**config.mk**
```make
export PLATFORM = sky130hd
export DESIGN_NAME = irqc_top
export DESIGN_NICKNAME = d
export VERILOG_FILES = /design/src/rtl/irqc_pkg.sv /design/src/rtl/irqc_decode.sv /design/src/rtl/irqc_route.sv /design/src/rtl/irqc_prio.sv /design/src/rtl/irqc_top.sv
export SDC_FILE = /design/constraint.sdc
export NUM_CORES = 1
export LEC_CHECK = 0
export BUFFER_PORTS_ARGS = -buffer_cell sky130_fd_sc_hd__buf_2
export CORE_MARGIN = 3
export CORE_UTILIZATION = 46
export DETAILED_ROUTE_END_ITERATION = 16
export GPL_TIMING_DRIVEN = 0
export PLACE_DENSITY_LB_ADDON = 0.15
export RECOVER_POWER = 50
export SETUP_SLACK_MARGIN = 0.3
export SYNTH_ARGS = -nofsm -noshare
export SYNTH_HDL_FRONTEND = slang
export SYNTH_SLANG_ARGS = --single-unit
```
**constraint.sdc**
```tcl
create_clock -name clk -period 4.6 [get_ports clk]
set_clock_uncertainty 0.05 [all_clocks]
set_input_delay 0.46 -clock clk [delete_from_list [all_inputs] [get_ports clk]]
set_output_delay 0.46 -clock clk [all_outputs]
set_load 0.01 [all_outputs]
```
**src/rtl/irqc_pkg.sv**
```systemverilog
package irqc_pkg;
    localparam int ADDR_W  = 12;
    localparam int DATA_W  = 32;
    localparam int CPU_IDW = 4;

    localparam logic [1:0] EV_NONE = 2'd0;
    localparam logic [1:0] EV_HW   = 2'd1;
    localparam logic [1:0] EV_IPI  = 2'd2;

    typedef enum logic [3:0] {
        K_NONE,
        K_MASK_SET,
        K_MASK_CLR,
        K_SWT_SET,
        K_SWT_CLR,
        K_HW_LVL,
        K_AFF,
        K_EVENT,
        K_IPI_SEND,
        K_IPI_CLR,
        K_IPI_PEND
    } reg_kind_e;

    typedef struct packed {
        reg_kind_e            kind;
        logic [2:0]           word;
        logic [7:0]           irq;
        logic [CPU_IDW-1:0]   cpu;
    } reg_cmd_t;
endpackage

```
**src/rtl/irqc_decode.sv**
```systemverilog
module irqc_decode
    import irqc_pkg::*;
#(
    parameter int N_CPU = 2
) (
    input  logic [ADDR_W-1:0]  addr_i,
    input  logic [CPU_IDW-1:0] cpu_i,
    output reg_cmd_t           cmd_o
);
    logic [3:0]         page;
    logic [CPU_IDW-1:0] view_cpu;
    logic [1:0]         unused_lsb;

    assign page       = addr_i[11:8];
    assign unused_lsb = addr_i[1:0];

    always_comb begin
        view_cpu   = (page == 4'd1) ? cpu_i : CPU_IDW'(page - 4'd2);
        cmd_o      = '0;
        cmd_o.kind = K_NONE;
        cmd_o.word = addr_i[4:2];
        cmd_o.irq  = addr_i[9:2];
        cmd_o.cpu  = view_cpu;
        if (addr_i[11:10] == 2'b10) begin
            cmd_o.kind = K_AFF;
        end else if (page == 4'd0) begin
            case (addr_i[7:5])
                3'd0:    cmd_o.kind = K_MASK_SET;
                3'd1:    cmd_o.kind = K_MASK_CLR;
                3'd2:    cmd_o.kind = K_SWT_SET;
                3'd3:    cmd_o.kind = K_SWT_CLR;
                3'd4:    cmd_o.kind = K_HW_LVL;
                default: cmd_o.kind = K_NONE;
            endcase
        end else if (page <= 4'd7 && int'(view_cpu) < N_CPU) begin
            case (addr_i[7:2])
                6'd0:    cmd_o.kind = K_EVENT;
                6'd1:    cmd_o.kind = K_IPI_SEND;
                6'd2:    cmd_o.kind = K_IPI_CLR;
                6'd3:    cmd_o.kind = K_IPI_PEND;
                default: cmd_o.kind = K_NONE;
            endcase
        end
    end
endmodule

```
**src/rtl/irqc_route.sv**
```systemverilog
module irqc_route #(
    parameter int N_IRQ = 32,
    parameter int N_CPU = 2
) (
    input  logic [N_IRQ-1:0]             hw_i,
    input  logic [N_IRQ-1:0]             swt_i,
    input  logic [N_IRQ-1:0]             mask_i,
    input  logic [N_IRQ-1:0][N_CPU-1:0]  aff_i,
    output logic [N_CPU-1:0][N_IRQ-1:0]  elig_o
);
    for (genvar c = 0; c < N_CPU; c++) begin : g_cpu
        for (genvar i = 0; i < N_IRQ; i++) begin : g_line
            assign elig_o[c][i] = (hw_i[i] | swt_i[i]) & ~mask_i[i] & aff_i[i][c];
        end
    end
endmodule

```
**src/rtl/irqc_prio.sv**
```systemverilog
module irqc_prio #(
    parameter int N    = 32,
    parameter int IDXW = $clog2(N)
) (
    input  logic [N-1:0]    req_i,
    output logic            found_o,
    output logic [IDXW-1:0] idx_o
);
    always_comb begin
        found_o = 1'b0;
        idx_o   = '0;
        for (int i = N - 1; i >= 0; i--) begin
            if (req_i[i]) begin
                found_o = 1'b1;
                idx_o   = IDXW'(i);
            end
        end
    end

    always_comb begin
        if (found_o) begin

            lowest_first_chk: assert ((req_i & ((N'(1) << idx_o) - N'(1))) == '0);
        end
    end
endmodule

```
**src/rtl/irqc_top.sv**
```systemverilog
module irqc_top
    import irqc_pkg::*;
#(
    parameter int N_IRQ = 32,
    parameter int N_CPU = 2
) (
    input  logic                 clk,
    input  logic                 rst_n,
    input  logic [N_IRQ-1:0]     hw_irq_i,
    input  logic                 bus_valid_i,
    output logic                 bus_ready_o,
    input  logic                 bus_write_i,
    input  logic [CPU_IDW-1:0]   bus_cpu_i,
    input  logic [ADDR_W-1:0]    bus_addr_i,
    input  logic [DATA_W-1:0]    bus_wdata_i,
    output logic                 bus_rvalid_o,
    output logic [DATA_W-1:0]    bus_rdata_o,
    output logic [N_CPU-1:0]     irq_o
);
    localparam int IDXW = $clog2(N_IRQ);

    typedef struct packed {
        logic [N_IRQ-1:0]            mask;
        logic [N_IRQ-1:0]            swt;
        logic [N_IRQ-1:0][N_CPU-1:0] aff;
        logic [N_CPU-1:0][1:0]       ipi;
        logic                        rvalid;
        logic [DATA_W-1:0]           rdata;
    } state_t;

    state_t q, d;

    function automatic state_t reset_state();
        state_t s;
        s      = '0;
        s.mask = '1;
        for (int i = 0; i < N_IRQ; i++) s.aff[i] = N_CPU'(1);
        return s;
    endfunction

    function automatic logic [N_IRQ-1:0] spread(input logic [DATA_W-1:0] w,
                                                input logic [2:0] idx);
        logic [N_IRQ-1:0] v;
        for (int i = 0; i < N_IRQ; i++)
            v[i] = (i / 32 == int'(idx)) ? w[i % 32] : 1'b0;
        return v;
    endfunction

    function automatic logic [DATA_W-1:0] gather(input logic [N_IRQ-1:0] v,
                                                 input logic [2:0] idx);
        logic [DATA_W-1:0] w;
        w = '0;
        for (int i = 0; i < N_IRQ; i++)
            if (i / 32 == int'(idx)) w[i % 32] = v[i];
        return w;
    endfunction

    reg_cmd_t                   cmd;
    logic [N_CPU-1:0][N_IRQ-1:0] elig;
    logic [N_CPU-1:0]            hw_found;
    logic [N_CPU-1:0][IDXW-1:0]  hw_idx;
    logic [N_CPU-1:0][DATA_W-1:0] ev_word;
    logic [DATA_W-1:0]           sel_ev;
    logic [1:0]                  sel_ipi;
    logic [IDXW-1:0]             ev_idx;
    logic [N_IRQ-1:0]            wvec;
    logic                        evt_rd;

    irqc_decode #(.N_CPU(N_CPU)) u_decode (
        .addr_i (bus_addr_i),
        .cpu_i  (bus_cpu_i),
        .cmd_o  (cmd)
    );

    irqc_route #(.N_IRQ(N_IRQ), .N_CPU(N_CPU)) u_route (
        .hw_i   (hw_irq_i),
        .swt_i  (q.swt),
        .mask_i (q.mask),
        .aff_i  (q.aff),
        .elig_o (elig)
    );

    for (genvar c = 0; c < N_CPU; c++) begin : g_cpu
        logic [DATA_W-1:0] ev;

        irqc_prio #(.N(N_IRQ), .IDXW(IDXW)) u_prio (
            .req_i   (elig[c]),
            .found_o (hw_found[c]),
            .idx_o   (hw_idx[c])
        );

        always_comb begin
            ev = '0;
            if (q.ipi[c][0]) begin
                ev[17:16] = EV_IPI;
            end else if (q.ipi[c][1]) begin
                ev[17:16] = EV_IPI;
                ev[15:0]  = 16'd1;
            end else if (hw_found[c]) begin
                ev[17:16] = EV_HW;
                ev[15:0]  = 16'(hw_idx[c]);
            end
        end

        assign ev_word[c] = ev;
        assign irq_o[c]   = (|elig[c]) | (|q.ipi[c]);


        masked_silent_chk: assert property (@(posedge clk) disable iff (!rst_n)
            hw_found[c] |-> !q.mask[hw_idx[c]]);
    end

    always_comb begin
        sel_ev  = '0;
        sel_ipi = '0;
        for (int c = 0; c < N_CPU; c++) begin
            if (cmd.cpu == CPU_IDW'(c)) begin
                sel_ev  = ev_word[c];
                sel_ipi = q.ipi[c];
            end
        end
    end

    assign ev_idx = sel_ev[IDXW-1:0];
    assign wvec   = spread(bus_wdata_i, cmd.word);
    assign evt_rd = bus_valid_i && !bus_write_i && (cmd.kind == K_EVENT);

    always_comb begin
        d        = q;
        d.rvalid = bus_valid_i;
        d.rdata  = '0;
        if (bus_valid_i) begin
            case (cmd.kind)
                K_MASK_SET: begin
                    if (bus_write_i) d.mask = q.mask | wvec;
                    else             d.rdata = gather(q.mask, cmd.word);
                end
                K_MASK_CLR: begin
                    if (bus_write_i) d.mask = q.mask & ~wvec;
                    else             d.rdata = gather(q.mask, cmd.word);
                end
                K_SWT_SET: begin
                    if (bus_write_i) d.swt = q.swt | wvec;
                    else             d.rdata = gather(q.swt, cmd.word);
                end
                K_SWT_CLR: begin
                    if (bus_write_i) d.swt = q.swt & ~wvec;
                    else             d.rdata = gather(q.swt, cmd.word);
                end
                K_HW_LVL: begin
                    if (!bus_write_i) d.rdata = gather(hw_irq_i, cmd.word);
                end
                K_AFF: begin
                    for (int i = 0; i < N_IRQ; i++) begin
                        if (cmd.irq == 8'(i)) begin
                            if (bus_write_i) d.aff[i] = bus_wdata_i[N_CPU-1:0];
                            else             d.rdata[N_CPU-1:0] = q.aff[i];
                        end
                    end
                end
                K_EVENT: begin
                    if (!bus_write_i) begin
                        d.rdata = sel_ev;
                        for (int c = 0; c < N_CPU; c++) begin
                            if (cmd.cpu == CPU_IDW'(c)) begin
                                if (sel_ev[17:16] == EV_HW)  d.mask[ev_idx] = 1'b1;
                                if (sel_ev[17:16] == EV_IPI) d.ipi[c][sel_ev[0]] = 1'b0;
                            end
                        end
                    end
                end
                K_IPI_SEND: begin
                    if (bus_write_i) begin
                        for (int c = 0; c < N_CPU; c++) begin
                            if (bus_wdata_i[c])      d.ipi[c][0] = 1'b1;
                            if (bus_wdata_i[16 + c]) d.ipi[c][1] = 1'b1;
                        end
                    end
                end
                K_IPI_CLR: begin
                    if (bus_write_i) begin
                        for (int c = 0; c < N_CPU; c++)
                            if (cmd.cpu == CPU_IDW'(c))
                                d.ipi[c] = q.ipi[c] & ~bus_wdata_i[1:0];
                    end
                end
                K_IPI_PEND: begin
                    if (!bus_write_i) d.rdata[1:0] = sel_ipi;
                end
                default: ;
            endcase
        end
    end

    always_ff @(posedge clk or negedge rst_n) begin
        if (!rst_n) q <= reset_state();
        else        q <= d;
    end

    assign bus_ready_o  = 1'b1;
    assign bus_rvalid_o = q.rvalid;
    assign bus_rdata_o  = q.rdata;


    rsp_follows_req_chk: assert property (@(posedge clk) disable iff (!rst_n)
        bus_valid_i |=> bus_rvalid_o);


    auto_mask_chk: assert property (@(posedge clk) disable iff (!rst_n)
        (evt_rd && sel_ev[17:16] == EV_HW) |=> q.mask[$past(ev_idx)]);


    ipi_first_chk: assert property (@(posedge clk) disable iff (!rst_n)
        (evt_rd && (|sel_ipi)) |-> (sel_ev[17:16] == EV_IPI));


    empty_read_chk: assert property (@(posedge clk) disable iff (!rst_n)
        (evt_rd && sel_ev == '0) |=> ($stable(q.mask) && $stable(q.ipi) && bus_rdata_o == '0));
endmodule

```
==> impl_metrics.prom, run 1 <==
# TYPE chip_impl_metric gauge
chip_impl_metric{name="synthesis.yosys.warnings",unit=""} 0
chip_impl_metric{name="power.total",unit="mW"} 3.62
chip_impl_metric{name="clkLatencyLatePin",unit="ns"} 0.44
chip_impl_metric{name="synth-async-reset-ratio",unit=""} 1.00
chip_impl_metric{name="io_pins",unit=""} 120
chip_impl_info{name="min_delay_worst_endpoint",value="bus_rvalid_o"} 1
chip_impl_metric{name="worstMarginPinSlew",unit="ns"} 2.94
chip_impl_info{name="worst_setup_path_end_kind",value="register"} 1
chip_impl_metric{name="chipWidth",unit="µm"} 159
chip_impl_metric{name="clkSlewWorstSetupHoldPaths",unit="ns"} 0.08
chip_impl_metric{name="total_leakage_power",unit="nW"} 5.03
chip_impl_info{name="cts_root_buffer",value="clkbuf_16"} 1
chip_impl_metric{name="yosysUniqueCellTypes",unit=""} 80
chip_impl_metric{name="power_switching_share",unit=""} 0.305
chip_impl_info{name="hold_path.startpoint",value="bus_valid_i"} 1
chip_impl_metric{name="grt_antenna_before_repair",unit=""} 0
chip_impl_metric{name="globalRouteTotalUtil",unit=""} 0.317
chip_impl_metric{name="drtAntennaViolNets",unit=""} 0
chip_impl_metric{name="power.share.clock",unit=""} 0.424
chip_impl_info{name="outcome",value="finished, violations left"} 1
chip_impl_metric{name="routed_via_density",unit=""} 6.46
chip_impl_metric{name="post_route_cells_drive_above_1_share",unit=""} 0.270
chip_impl_metric{name="firstDrtPassIters",unit=""} 7
chip_impl_metric{name="cts.repair_timing.setup_buffer_count",unit=""} 0
chip_impl_metric{name="grt_overflow_total",unit=""} 0
chip_impl_metric{name="setup_viol",unit=""} 0
chip_impl_metric{name="share_seq_of_total_power",unit=""} 0.438
chip_impl_metric{name="timing.critical_path.fanout_max",unit=""} 8
chip_impl_metric{name="syn_inst",unit=""} 1162
chip_impl_metric{name="pre_cts_ws",unit="ns"} 0.577
chip_impl_metric{name="power.switching",unit="mW"} 1.10
chip_impl_metric{name="crit_path_max_incr_delay",unit="ns"} 0.68
chip_impl_metric{name="powerDensity",unit="mW/mm²"} 295
chip_impl_metric{name="fin_tns_setup",unit="ns"} 0
chip_impl_metric{name="grt_pass1_vias",unit=""} 9846
chip_impl_info{name="critical-path-slowest-cell",value="o32ai_1"} 1
chip_impl_metric{name="die_height",unit="µm"} 159
chip_impl_metric{name="final.period_utilization",unit=""} 0.819
chip_impl_metric{name="max_slew_margin",unit=""} -0.962
chip_impl_metric{name="vias",unit=""} 10466
chip_impl_info{name="cts_tree",value="yes"} 1
chip_impl_metric{name="worstHoldPathCells",unit=""} 1
chip_impl_metric{name="worst_ir_drop_vdd",unit="µV"} 231
chip_impl_metric{name="syn-mean-instance-area",unit="µm²"} 9.22
chip_impl_info{name="failed_checks",value="max-capacitance violations, max-slew violations"} 1
chip_impl_metric{name="ys_ff_latch",unit=""} 165
chip_impl_metric{name="initialDrtViolationCount",unit=""} 1429
chip_impl_metric{name="p_int",unit="mW"} 2.51
chip_impl_metric{name="synth_edf_count",unit=""} 0
chip_impl_metric{name="final_period_minus_worst_setup_slack",unit="ns"} 3.77
chip_impl_metric{name="worst-r2r-cell-count",unit=""} 9
chip_impl_metric{name="synth_fp_nets",unit=""} 1247
chip_impl_metric{name="tritoncts.num_buffers",unit=""} 17
chip_impl_metric{name="grt_start_max_net_pins",unit=""} 113
chip_impl_metric{name="core-area",unit="mm²"} 0.0228
chip_impl_metric{name="final-max-slew-violation-count",unit=""} 54
chip_impl_metric{name="global_route_wire_length_before_repair",unit="mm"} 59.8
chip_impl_metric{name="areaGrowthSynthToFinish",unit="%"} 14.5
chip_impl_metric{name="routability_driven_placement_congestion_ratio",unit=""} 0.979
chip_impl_info{name="synth_top_cells_by_area",value="dfrtp_1 24%, dfstp_2 16%, mux2_2 10%"} 1
chip_impl_metric{name="critical_path_data_required_time",unit="ns"} 4.94
chip_impl_metric{name="final.setup.worst_slack",unit="ns"} 0.833
chip_impl_info{name="start_kind",value="register"} 1
chip_impl_metric{name="antennaDiodeCount",unit=""} 0
chip_impl_metric{name="dieArea",unit="mm²"} 0.0252
chip_impl_metric{name="detailed_place_hpwl",unit="mm"} 30.6
chip_impl_metric{name="max_cap_viol_count",unit=""} 1
chip_impl_metric{name="htree_num_levels",unit=""} 4
chip_impl_info{name="yosys.area.top_type",value="dfrtp_1"} 1
chip_impl_info{name="grt_setup_unrepaired",value="false"} 1
chip_impl_info{name="holdCritPathClass",value="primary input to register"} 1
chip_impl_metric{name="wire_per_inst",unit="µm"} 24.8
chip_impl_metric{name="cts.path.max_buffers",unit=""} 2
chip_impl_metric{name="p_comb_frac",unit=""} 0.138
chip_impl_metric{name="cp.arrival",unit="ns"} 4.11
chip_impl_metric{name="synth_seq_area_share",unit=""} 0.393
chip_impl_info{name="crit_path_cell_trace",value="o21ba_2 -> a22oi_1 -> nand4_1 -> nor3_1 -> inv_1 -> o32ai_1 -> nand2b_1 -> nor4b_1 -> o31a_1"} 1
chip_impl_info{name="synth_top_flop_cell",value="dfrtp_1"} 1
chip_impl_metric{name="drcViolationCount",unit=""} 0
chip_impl_metric{name="core.rowCount",unit=""} 55
chip_impl_metric{name="summed_instance_area_of_the_synthesized_netlist",unit="mm²"} 0.0107
chip_impl_info{name="r2r_start",value="q[134]"} 1
chip_impl_info{name="worst_r2r_endpoint",value="q[153]"} 1
chip_impl_metric{name="design.final.nets",unit=""} 1378
chip_impl_metric{name="portBuffers",unit=""} 110
chip_impl_metric{name="top_area_cell_type_share_of_the_netlist_area",unit=""} 0.236
chip_impl_metric{name="max_freq",unit="GHz"} 0.265
chip_impl_metric{name="initial_core_utilization",unit=""} 0.470
chip_impl_metric{name="routed_wirelength",unit="mm"} 40.2
chip_impl_metric{name="setup.reg_to_reg.worst_slack",unit="ns"} 0.83
chip_impl_metric{name="clkSinkCount",unit=""} 165
chip_impl_info{name="setup.worst_path.class",value="register to register"} 1
chip_impl_metric{name="timing.final.hold_violations",unit=""} 0
-- cell usage in the layout, fill, tap and decap left out, types with 8 or more instances in the layout --
cell type,netlist,layout
nand2_1,126,126
dfrtp_1,101,101
clkbuf_1,63,98
mux2_2,95,95
nor2_1,83,83
buf_2,7,82
nand3_1,78,78
dfstp_2,64,64
a21oi_1,51,51
o21ai_0,39,39
buf_4,34,34
a22oi_1,30,30
a222oi_1,29,29
o21ba_2,29,29
nor3_1,28,28
a31oi_1,26,26
mux2i_1,20,20
inv_1,19,19
clkbuf_16,0,17
o21ai_1,15,15
and2_1,14,14
a22o_1,14,14
o31a_1,14,14
nand2b_1,12,12
nor2b_1,10,10
or3_1,9,9
o211ai_1,9,9
a211oi_1,9,9
nand4_1,8,8
o22ai_1,8,8
-- worst max path at each step --
stage | startpoint | endpoint | slack (ns) | cells past startpoint
after floorplan | bus_addr_i[9] | q[149] | 1.43 | 12
after global placement | rst_n | bus_rdata_o[23] | 0.35 | 1
after detailed placement | bus_addr_i[9] | bus_rdata_o[30] | 0.58 | 11
after CTS | q[147] | q[153] | 0.92 | 9
after global routing | q[147] | q[153] | 0.59 | 9
final | q[134] | q[153] | 0.83 | 9
-- power by group through the flow --
| stage | Combinational, mW | Sequential [mW] | Clock, mW |
|---|---|---|---|
| 6_report | 0.499 | 1.58 | 1.53 |
| 3_3_place_gp | 0.482 | 1.61 | 0 |
| 4_1_cts | 0.489 | 1.58 | 1.54 |
| 5_1_grt | 0.536 | 1.59 | 1.60 |
| 3_5_place_dp | 0.486 | 1.61 | 0 |
| 2_1_floorplan | 0.287 | 1.59 | 0 |
-- synth_stat cells, types with 14 or more instances --
| master | n |
|---|---|
| and2_1 | 14 |
| inv_1 | 19 |
| a22oi_1 | 30 |
| nand2_1 | 126 |
| clkbuf_1 | 63 |
| o21ba_2 | 29 |
| nand3_1 | 78 |
| dfrtp_1 | 101 |
| o21ai_1 | 15 |
| nor2_1 | 83 |
| mux2_2 | 95 |
| dfstp_2 | 64 |
| a21oi_1 | 51 |
| o31a_1 | 14 |
| buf_4 | 34 |
| o21ai_0 | 39 |
| mux2i_1 | 20 |
| a222oi_1 | 29 |
| a31oi_1 | 26 |
| nor3_1 | 28 |
| a22o_1 | 14 |
-- worst max-delay path: cells and delay by family (launching register included) --
family | cells | cell delay (ns)
flip-flops | 1 | 0.56
buffers and inverters | 1 | 0.08
AO/OA/AOI/OAI | 4 | 1.41
AND/OR/NAND/NOR | 4 | 1.62
-- timing repair --
item	in CTS	in global routing
hold buffers	1	0
endpoints found under the hold margin	32	0
gates resized for setup	0	0
-- metal layers --
metal / share of wire / track usage
met4: 0.027 / 0.0909
met1: 0.44 / 0.466
met5: 0 / 0
met3: 0.10 / 0.0734
met2: 0.43 / 0.468
-- layout make-up --
| class | instances | area [µm²] |
|---|---|---|
| fill | 2161 | 10500 |
| timing repair buffer | 112 | 544 |
| buffer | 109 | 547 |
| clock buffer | 18 | 439 |
| multi-input combinational | 868 | 5880 |
| clock inverter | 14 | 183 |
| sequential | 165 | 4210 |
| tap | 313 | 392 |
| inverter | 20 | 75.1 |
-- metrics by stage --
stage          cell area [µm²]   util  hold WS [ns]  std cells
6_report                 12300  0.539        0.0951       1619
5_1_grt                  12300  0.539         0.102       1619
4_1_cts                  12300  0.541        0.0863       1619
3_5_place_dp             11700  0.513         0.348       1586
3_3_place_gp             11700  0.512         0.464       1585
2_1_floorplan            10700      -         0.114       1162
-- cells by family after synthesis --
logic type	Yosys count	share of synthesized area
mux	115	0.119
compound gates	350	0.246
xor+xnor	3	0.00245
buf+inv	129	0.0580
flops	165	0.393
simple gates	398	0.180
other cells	1	0.000350
fa+ha+maj	1	0.00117
(Power assumes the default switching activity.)
==> inputs of run 2 (changes only) <==
- clock period: 4.6 -> 3.9 ns (I/O delays scaled with it)
==> run 2 against run 1 <==
  * The run still ends with max-capacitance violations, max-slew violations left
  * Setup slack got worse by 0.49 ns
  * Largest cell class unchanged
  * Cell area rose by 0.66%
  * Non-clock buffer count rose by 5
  * Register-to-register slack got worse by 0.49 ns
  * Routed wire length rose by 0.37%
  * Fmax rose by 6.0%
  * Combinational power rose by 19%
  * Global-route usage barely moved
  * Via count rose by 0.18%
  * Sequential share of layout area fell by 0.23 points
  * Sequential power rose by 18%
==> impl_metrics.prom, run 2 (same netlist as run 1, synthesis figures left out) <==
# TYPE chip_impl_metric gauge
chip_impl_info{name="outcome",value="finished, violations left"} 1
chip_impl_info{name="failed_checks",value="max-capacitance violations, max-slew violations"} 1
chip_impl_metric{name="worst-r2r-cell-count",unit=""} 9
chip_impl_metric{name="wire_per_inst",unit="µm"} 24.9
chip_impl_metric{name="global_route_wire_length_before_repair",unit="mm"} 59.9
chip_impl_metric{name="final_cell_area",unit="mm²"} 0.0124
chip_impl_metric{name="core-area",unit="mm²"} 0.0228
chip_impl_metric{name="use_met2",unit=""} 0.469
chip_impl_metric{name="clkLatencyLatePin",unit="ns"} 0.44
chip_impl_metric{name="post_route_cells_drive_above_1_share",unit=""} 0.279
chip_impl_metric{name="drcViolationCount",unit=""} 0
chip_impl_metric{name="cp.arrival",unit="ns"} 3.87
chip_impl_metric{name="powerDensity",unit="mW/mm²"} 345
chip_impl_metric{name="timing.critical_path.fanout_max",unit=""} 8
chip_impl_metric{name="areaGrowthSynthToFinish",unit="%"} 15.3
chip_impl_metric{name="globalRouteTotalUtil",unit=""} 0.318
chip_impl_metric{name="dieArea",unit="mm²"} 0.0252
chip_impl_info{name="cts_tree",value="yes"} 1
chip_impl_metric{name="core.rowCount",unit=""} 55
chip_impl_info{name="critPathTopFamily",value="simple AND/OR/NAND/NOR gates"} 1
chip_impl_metric{name="antennaDiodeCount",unit=""} 0
chip_impl_metric{name="timing.final.hold_violations",unit=""} 0
chip_impl_metric{name="critPathBufInv",unit=""} 0
chip_impl_metric{name="grt_antenna_before_repair",unit=""} 0
chip_impl_metric{name="power.total",unit="mW"} 4.27
chip_impl_metric{name="max_freq",unit="GHz"} 0.282
chip_impl_metric{name="setup.reg_to_reg.worst_slack",unit="ns"} 0.35
chip_impl_metric{name="final_core_utilization",unit=""} 0.542
chip_impl_metric{name="clkSinkCount",unit=""} 165
chip_impl_metric{name="vias",unit=""} 10485
chip_impl_metric{name="cts.path.max_buffers",unit=""} 2
chip_impl_metric{name="worstHoldPathCells",unit=""} 1
chip_impl_info{name="min_delay_worst_endpoint",value="bus_rvalid_o"} 1
chip_impl_metric{name="clkSlewWorstSetupHoldPaths",unit="ns"} 0.08
chip_impl_info{name="layout.cells.most_common_list",value="126 x nand2_1, 101 x dfrtp_1, 95 x clkbuf_1, 95 x mux2_2"} 1
chip_impl_metric{name="crit_path_max_incr_delay",unit="ns"} 0.58
chip_impl_metric{name="drtAntennaViolNets",unit=""} 0
chip_impl_metric{name="tritoncts.num_buffers",unit=""} 17
chip_impl_info{name="setup.worst_path.class",value="register to register"} 1
chip_impl_metric{name="final-max-slew-violation-count",unit=""} 54
chip_impl_info{name="layout_commonest_cell",value="nand2_1"} 1
chip_impl_metric{name="final_period_minus_worst_setup_slack",unit="ns"} 3.55
chip_impl_info{name="worst_setup_path_end_kind",value="register"} 1
chip_impl_metric{name="critical_path_data_required_time",unit="ns"} 4.22
chip_impl_metric{name="worstMarginPinSlew",unit="ns"} 2.57
chip_impl_metric{name="firstDrtPassIters",unit=""} 7
chip_impl_info{name="crit_path_cell_trace",value="o21ba_2 -> a22oi_1 -> or4b_4 -> nor4_4 -> nor4bb_1 -> a22oi_2 -> nor2b_1 -> nand3_2 -> o21ai_1"} 1
chip_impl_metric{name="max_slew_margin",unit=""} -0.712
chip_impl_metric{name="pre_cts_ws",unit="ns"} -0.0528
chip_impl_info{name="grt_setup_unrepaired",value="true"} 1
chip_impl_metric{name="worst_ir_drop_vdd",unit="µV"} 272
chip_impl_metric{name="chipWidth",unit="µm"} 159
chip_impl_info{name="holdCritPathClass",value="primary input to register"} 1
chip_impl_info{name="grt_most_used_layer",value="met2"} 1
chip_impl_metric{name="placed_cell_area",unit="mm²"} 0.0117
chip_impl_info{name="r2r_start",value="q[164]"} 1
chip_impl_info{name="hold_path.startpoint",value="bus_valid_i"} 1
chip_impl_metric{name="detailed_place_hpwl",unit="mm"} 30.6
chip_impl_metric{name="final.setup.worst_slack",unit="ns"} 0.348
chip_impl_metric{name="io_pins",unit=""} 120
chip_impl_info{name="start_kind",value="register"} 1
chip_impl_metric{name="final.period_utilization",unit=""} 0.911
chip_impl_metric{name="grt_pass1_vias",unit=""} 9871
chip_impl_metric{name="die_height",unit="µm"} 159
chip_impl_metric{name="grt_overflow_total",unit=""} 0
chip_impl_info{name="worst_r2r_endpoint",value="q[154]"} 1
chip_impl_metric{name="total_leakage_power",unit="nW"} 5.06
chip_impl_metric{name="routed_wirelength",unit="mm"} 40.4
chip_impl_metric{name="routability_driven_placement_congestion_ratio",unit=""} 0.979
chip_impl_metric{name="gr-usage-met1",unit=""} 0.466
chip_impl_metric{name="routed_via_density",unit=""} 6.46
chip_impl_metric{name="initialDrtViolationCount",unit=""} 1437
chip_impl_metric{name="htree_num_levels",unit=""} 4
chip_impl_metric{name="gr-usage-met3",unit=""} 0.0734
chip_impl_info{name="cts_root_buffer",value="clkbuf_16"} 1
chip_impl_metric{name="timing.critical_path.depth",unit=""} 9
chip_impl_metric{name="design.final.nets",unit=""} 1383
chip_impl_metric{name="initial_core_utilization",unit=""} 0.470
chip_impl_metric{name="grt_start_max_net_pins",unit=""} 113
chip_impl_info{name="critical-path-slowest-cell",value="dfstp_2"} 1
chip_impl_metric{name="setup_viol",unit=""} 0
chip_impl_metric{name="portBuffers",unit=""} 110
chip_impl_metric{name="max_cap_viol_count",unit=""} 1
## run 2: worst max-delay path by stage
stage,slack (ns),end,startpoint
floorplan,0.80,q[149],bus_addr_i[9]
global placement,-0.28,bus_rdata_o[23],rst_n
detailed placement,-0.05,bus_rdata_o[30],bus_addr_i[9]
CTS,0.32,q[154],q[147]
global route,0.22,q[154],q[159]
finish,0.35,q[154],q[164]
## run 2: final cells by class
| type | instances | area [µm²] |
|---|---|---|
| multi-input cells | 868 | 5920 |
| inverters | 20 | 75.1 |
| clock buffers | 18 | 439 |
| clock inverters | 14 | 183 |
| plain buffers | 109 | 549 |
| repair buffers | 117 | 588 |
| fillers | 2145 | 10400 |
| flip-flops and latches | 165 | 4210 |
| well taps | 313 | 392 |
## run 2: power breakdown
part / switching [mW] / internal, mW / total (mW)
logic: 0.379 / 0.215 / 0.594
clock network: 0.855 / 0.947 / 1.80
registers: 0.0631 / 1.81 / 1.87
## run 2: repair_timing
action / CTS / global route
hold buffers: 1 / 0
setup buffers: 0 / 5
endpoints found under the setup margin: 2 / 38
gates resized for setup: 1 / 10
pin swaps: 1 / 2
hold endpoints to repair: 32 / 0
## run 2: per-stage QoR
stage | hold slack [ns] | setup TNS [ns] | cells
after global routing | 0.0316 | 0 | 1624
after global placement | 0.464 | -25.84 | 1585
final | 0.0256 | 0 | 1624
after floorplan | 0.0444 | 0 | 1162
after detailed placement | 0.278 | -0.192 | 1586
after CTS | 0.0163 | 0 | 1619
## run 2: routing by layer
layer,wire length (µm),up-vias
met4,1240,0
met1,17800,5139
li1,-,4650
met5,0,-
met2,17400,608
met3,3970,88
==> inputs of run 3 (changes only) <==
- ABC_AREA: unset -> 1
==> run 3 against run 2 <==
  * The flow still finishes with violations (max-capacitance violations, max-slew violations)
  * Fmax grew 2.3%
  * Non-clock buffer count grew 7
  * Synthesized cell count is 46% higher
  * Routed wire length rose by 3.1%
  * Area after synthesis rose by 4.1%
  * Via count increased by 16%
  * Sequential power grew 14%
  * Final cell count increased by 35%
  * Clock-buffer cell count unchanged
  * Critical path type is now primary input to register
  * Critical endpoint is now bus_rdata_o[2]
  * Largest cell class unchanged
==> impl_metrics.prom, run 3 <==
# TYPE chip_impl_metric gauge
chip_impl_metric{name="final_cell_area",unit="mm²"} 0.0131
chip_impl_metric{name="setup.reg_to_reg.worst_slack",unit="ns"} 0.52
chip_impl_info{name="worst_r2r_endpoint",value="bus_rdata_o[0]"} 1
chip_impl_metric{name="top_area_cell_type_share_of_the_netlist_area",unit=""} 0.227
chip_impl_metric{name="htree_num_levels",unit=""} 4
chip_impl_metric{name="worst_ir_drop_vdd",unit="µV"} 222
chip_impl_metric{name="powerDensity",unit="mW/mm²"} 368
chip_impl_metric{name="drcViolationCount",unit=""} 0
chip_impl_metric{name="grt_start_max_net_pins",unit=""} 99
chip_impl_metric{name="synth_edf_count",unit=""} 0
chip_impl_info{name="start_kind",value="primary input"} 1
chip_impl_metric{name="globalRouteTotalUtil",unit=""} 0.314
chip_impl_metric{name="placed_cell_area",unit="mm²"} 0.0122
chip_impl_metric{name="areaGrowthSynthToFinish",unit="%"} 17.7
chip_impl_metric{name="initialDrtViolationCount",unit=""} 1277
chip_impl_info{name="outcome",value="finished, violations left"} 1
chip_impl_metric{name="design.final.nets",unit=""} 1942
chip_impl_metric{name="final-seq-area",unit="mm²"} 0.00421
chip_impl_metric{name="yosysUniqueCellTypes",unit=""} 53
chip_impl_metric{name="clkLatencyLatePin",unit="ns"} 0.44
chip_impl_info{name="synth_top_cells_by_area",value="dfrtp_1 23%, nand2_1 19%, dfstp_2 15%"} 1
chip_impl_metric{name="final.period_utilization",unit=""} 0.890
chip_impl_info{name="synth_common_cells",value="550 x nand2_1, 243 x nor2_1, 149 x inv_1, 123 x o21ai_0, 101 x dfrtp_1"} 1
chip_impl_info{name="r2r_start",value="q[164]"} 1
chip_impl_metric{name="initial_core_utilization",unit=""} 0.471
chip_impl_metric{name="total_leakage_power",unit="nW"} 6.04
chip_impl_metric{name="synth_seq_area_share",unit=""} 0.377
chip_impl_metric{name="worst-r2r-cell-count",unit=""} 42
chip_impl_metric{name="drtAntennaViolNets",unit=""} 0
chip_impl_metric{name="antennaDiodeCount",unit=""} 0
chip_impl_metric{name="core.rowCount",unit=""} 56
chip_impl_info{name="layout_commonest_cell",value="nand2_1"} 1
chip_impl_info{name="grt_setup_unrepaired",value="true"} 1
chip_impl_metric{name="wire_per_inst",unit="µm"} 19.0
chip_impl_metric{name="grt_overflow_total",unit=""} 0
chip_impl_metric{name="ys_ff_latch",unit=""} 165
chip_impl_info{name="cp-endpoint",value="bus_rdata_o[2]"} 1
chip_impl_metric{name="worstMarginPinSlew",unit="ns"} 2.63
chip_impl_metric{name="firstDrtPassIters",unit=""} 6
chip_impl_metric{name="clkSinkCount",unit=""} 165
chip_impl_info{name="yosysMostFrequentCell",value="nand2_1"} 1
chip_impl_metric{name="portBuffers",unit=""} 116
chip_impl_metric{name="syn-mean-instance-area",unit="µm²"} 6.58
chip_impl_metric{name="cp.arrival",unit="ns"} 3.72
chip_impl_metric{name="timing.final.hold_violations",unit=""} 0
chip_impl_metric{name="syn_inst",unit=""} 1696
chip_impl_metric{name="grt_pass1_vias",unit=""} 11070
chip_impl_info{name="synth_top_flop_cell",value="dfrtp_1"} 1
chip_impl_info{name="setup.worst_path.class",value="primary input to register"} 1
chip_impl_metric{name="die_height",unit="µm"} 162
chip_impl_metric{name="synth_fp_nets",unit=""} 1781
chip_impl_metric{name="cts.path.max_buffers",unit=""} 2
chip_impl_metric{name="synthesis.yosys.warnings",unit=""} 0
chip_impl_metric{name="max_freq",unit="GHz"} 0.288
chip_impl_metric{name="dieArea",unit="mm²"} 0.0262
chip_impl_metric{name="post_route_cells_drive_above_1_share",unit=""} 0.191
chip_impl_info{name="cp_startpoint",value="bus_addr_i[9]"} 1
chip_impl_metric{name="tritoncts.num_buffers",unit=""} 17
chip_impl_metric{name="io_pins",unit=""} 120
chip_impl_metric{name="summed_instance_area_of_the_synthesized_netlist",unit="mm²"} 0.0112
chip_impl_metric{name="grt_antenna_before_repair",unit=""} 0
chip_impl_metric{name="core-area",unit="mm²"} 0.0237
chip_impl_metric{name="final-max-slew-violation-count",unit=""} 98
chip_impl_info{name="layout.cells.most_common_list",value="535 x nand2_1, 235 x nor2_1, 148 x inv_1"} 1
chip_impl_info{name="failed_checks",value="max-capacitance violations, max-slew violations"} 1
chip_impl_metric{name="routed_wirelength",unit="mm"} 41.6
chip_impl_metric{name="max_slew_margin",unit=""} -0.751
chip_impl_metric{name="max_cap_viol_count",unit=""} 1
chip_impl_metric{name="routed_via_density",unit=""} 5.57
chip_impl_metric{name="holdWs",unit="ns"} 0.185
chip_impl_info{name="yosys.area.top_type",value="dfrtp_1"} 1
chip_impl_metric{name="timing.critical_path.fanout_max",unit=""} 10
chip_impl_metric{name="setup_viol",unit=""} 0
chip_impl_metric{name="global_route_wire_length_before_repair",unit="mm"} 63.4
chip_impl_metric{name="critical_path_data_required_time",unit="ns"} 4.15
chip_impl_metric{name="final_period_minus_worst_setup_slack",unit="ns"} 3.47
chip_impl_info{name="cts_root_buffer",value="clkbuf_16"} 1
chip_impl_metric{name="routability_driven_placement_congestion_ratio",unit=""} 1.04
chip_impl_metric{name="detailed_place_hpwl",unit="mm"} 31.1
chip_impl_metric{name="chipWidth",unit="µm"} 162
chip_impl_metric{name="clkSlewWorstSetupHoldPaths",unit="ns"} 0.07
chip_impl_info{name="holdCritPathClass",value="primary input to register"} 1
chip_impl_metric{name="vias",unit=""} 12186
chip_impl_metric{name="multi_input_comb_area",unit="mm²"} 0.00601
chip_impl_metric{name="fill_cells",unit=""} 2388
chip_impl_metric{name="synth-async-reset-ratio",unit=""} 1.00
chip_impl_info{name="worst_setup_path_end_kind",value="register"} 1
chip_impl_info{name="cts_tree",value="yes"} 1
==> run 3: changes by cell type after synthesis, moves of 36 or more <==
cell / delta
a21oi_1: +36
inv_1: +130
nor2_1: +160
nand2_1: +424
mux2_2: -95
o21ai_0: +84
==> run 3: worst max-delay path: stages <==
cell and delay, ns:
buf_2 0.11, inv_2 0.09, ha_1 0.17, nor2_1 0.05, nor2_1 0.08, nand3_1 0.09, nand2_2 0.13, inv_2 0.07
nor2_2 0.11, inv_2 0.07, nor3_4 0.23, buf_4 0.15, or2_1 0.10, nor3_2 0.05, inv_2 0.08, nand2_1 0.08
nor3_4 0.22, inv_2 0.13, nand2_4 0.17, inv_2 0.12, a41oi_2 0.17, inv_2 0.14, nor2_2 0.11, inv_2 0.13
clkbuf_4 0.25, o32ai_1 0.20
==> run 3: kinds of logic after synthesis <==
kind of cell	share of synthesized area
buffers and inverters	0.102
AO/OA/AOI/OAI	0.166
AND/OR/NAND/NOR	0.353
other	0.000336
adder cells (fa/ha/maj)	0.00112
flip-flops	0.377
==> run 3: what timing repair did <==
action,CTS,global route
gates resized for setup,3,71
hold buffers,1,0
pin swaps,1,28
endpoints found under the setup margin,22,91
cloned,0,1
buffers inserted,2,21
hold endpoints to repair,43,0
==> run 3: stage by stage <==
stage	instances	TNS (ns)	total power [mW]	utilization	worst slack [ns]
floorplan	1696	0	2.73	-	1.00
detailed placement	2132	-6.77	3.10	0.514	-0.231
finish	2189	0	4.82	0.554	0.428
global route	2189	0	5.05	0.554	0.226
global placement	2131	-29.46	3.07	0.512	-0.281
CTS	2167	0	4.75	0.539	0.360
==> run 3: where the power goes <==
part / switching (mW) / total (mW) / internal [mW]
sequential: 0.165 / 2.14 / 1.97
clock: 0.822 / 1.66 / 0.837
combinational: 0.689 / 1.03 / 0.339
total: 1.68 / 4.82 / 3.15
==> run 3: worst min path at each step <==
stage / slack, ns / depth (start not counted) / start / endpoint
after floorplan: 0.04 / 0 / rst_n / asynchronous set/reset pin
after global placement: 0.42 / 2 / register / register
after detailed placement: 0.42 / 2 / register / register
after CTS: 0.11 / 1 / bus_valid_i / bus_rvalid_o
after global routing: 0.19 / 3 / hw_irq_i[20] / bus_rdata_o[20]
final: 0.18 / 3 / hw_irq_i[20] / bus_rdata_o[20]
==> run 3: layout make-up <==
cell class	count	area share
buffer	91	0.0403
sequential	165	0.321
timing repair buffer	142	0.0601
inverter	169	0.0486
multi-input combinational	1271	0.458
clock inverter	14	0.00906
clock buffer	18	0.0327
tap	319	0.0304
==> run 3: layer usage <==
metal  wire length [µm]  GRT usage
met2              18700      0.500
met5                  0          0
met1              17900      0.440
met3               3600     0.0508
met4               1460      0.106
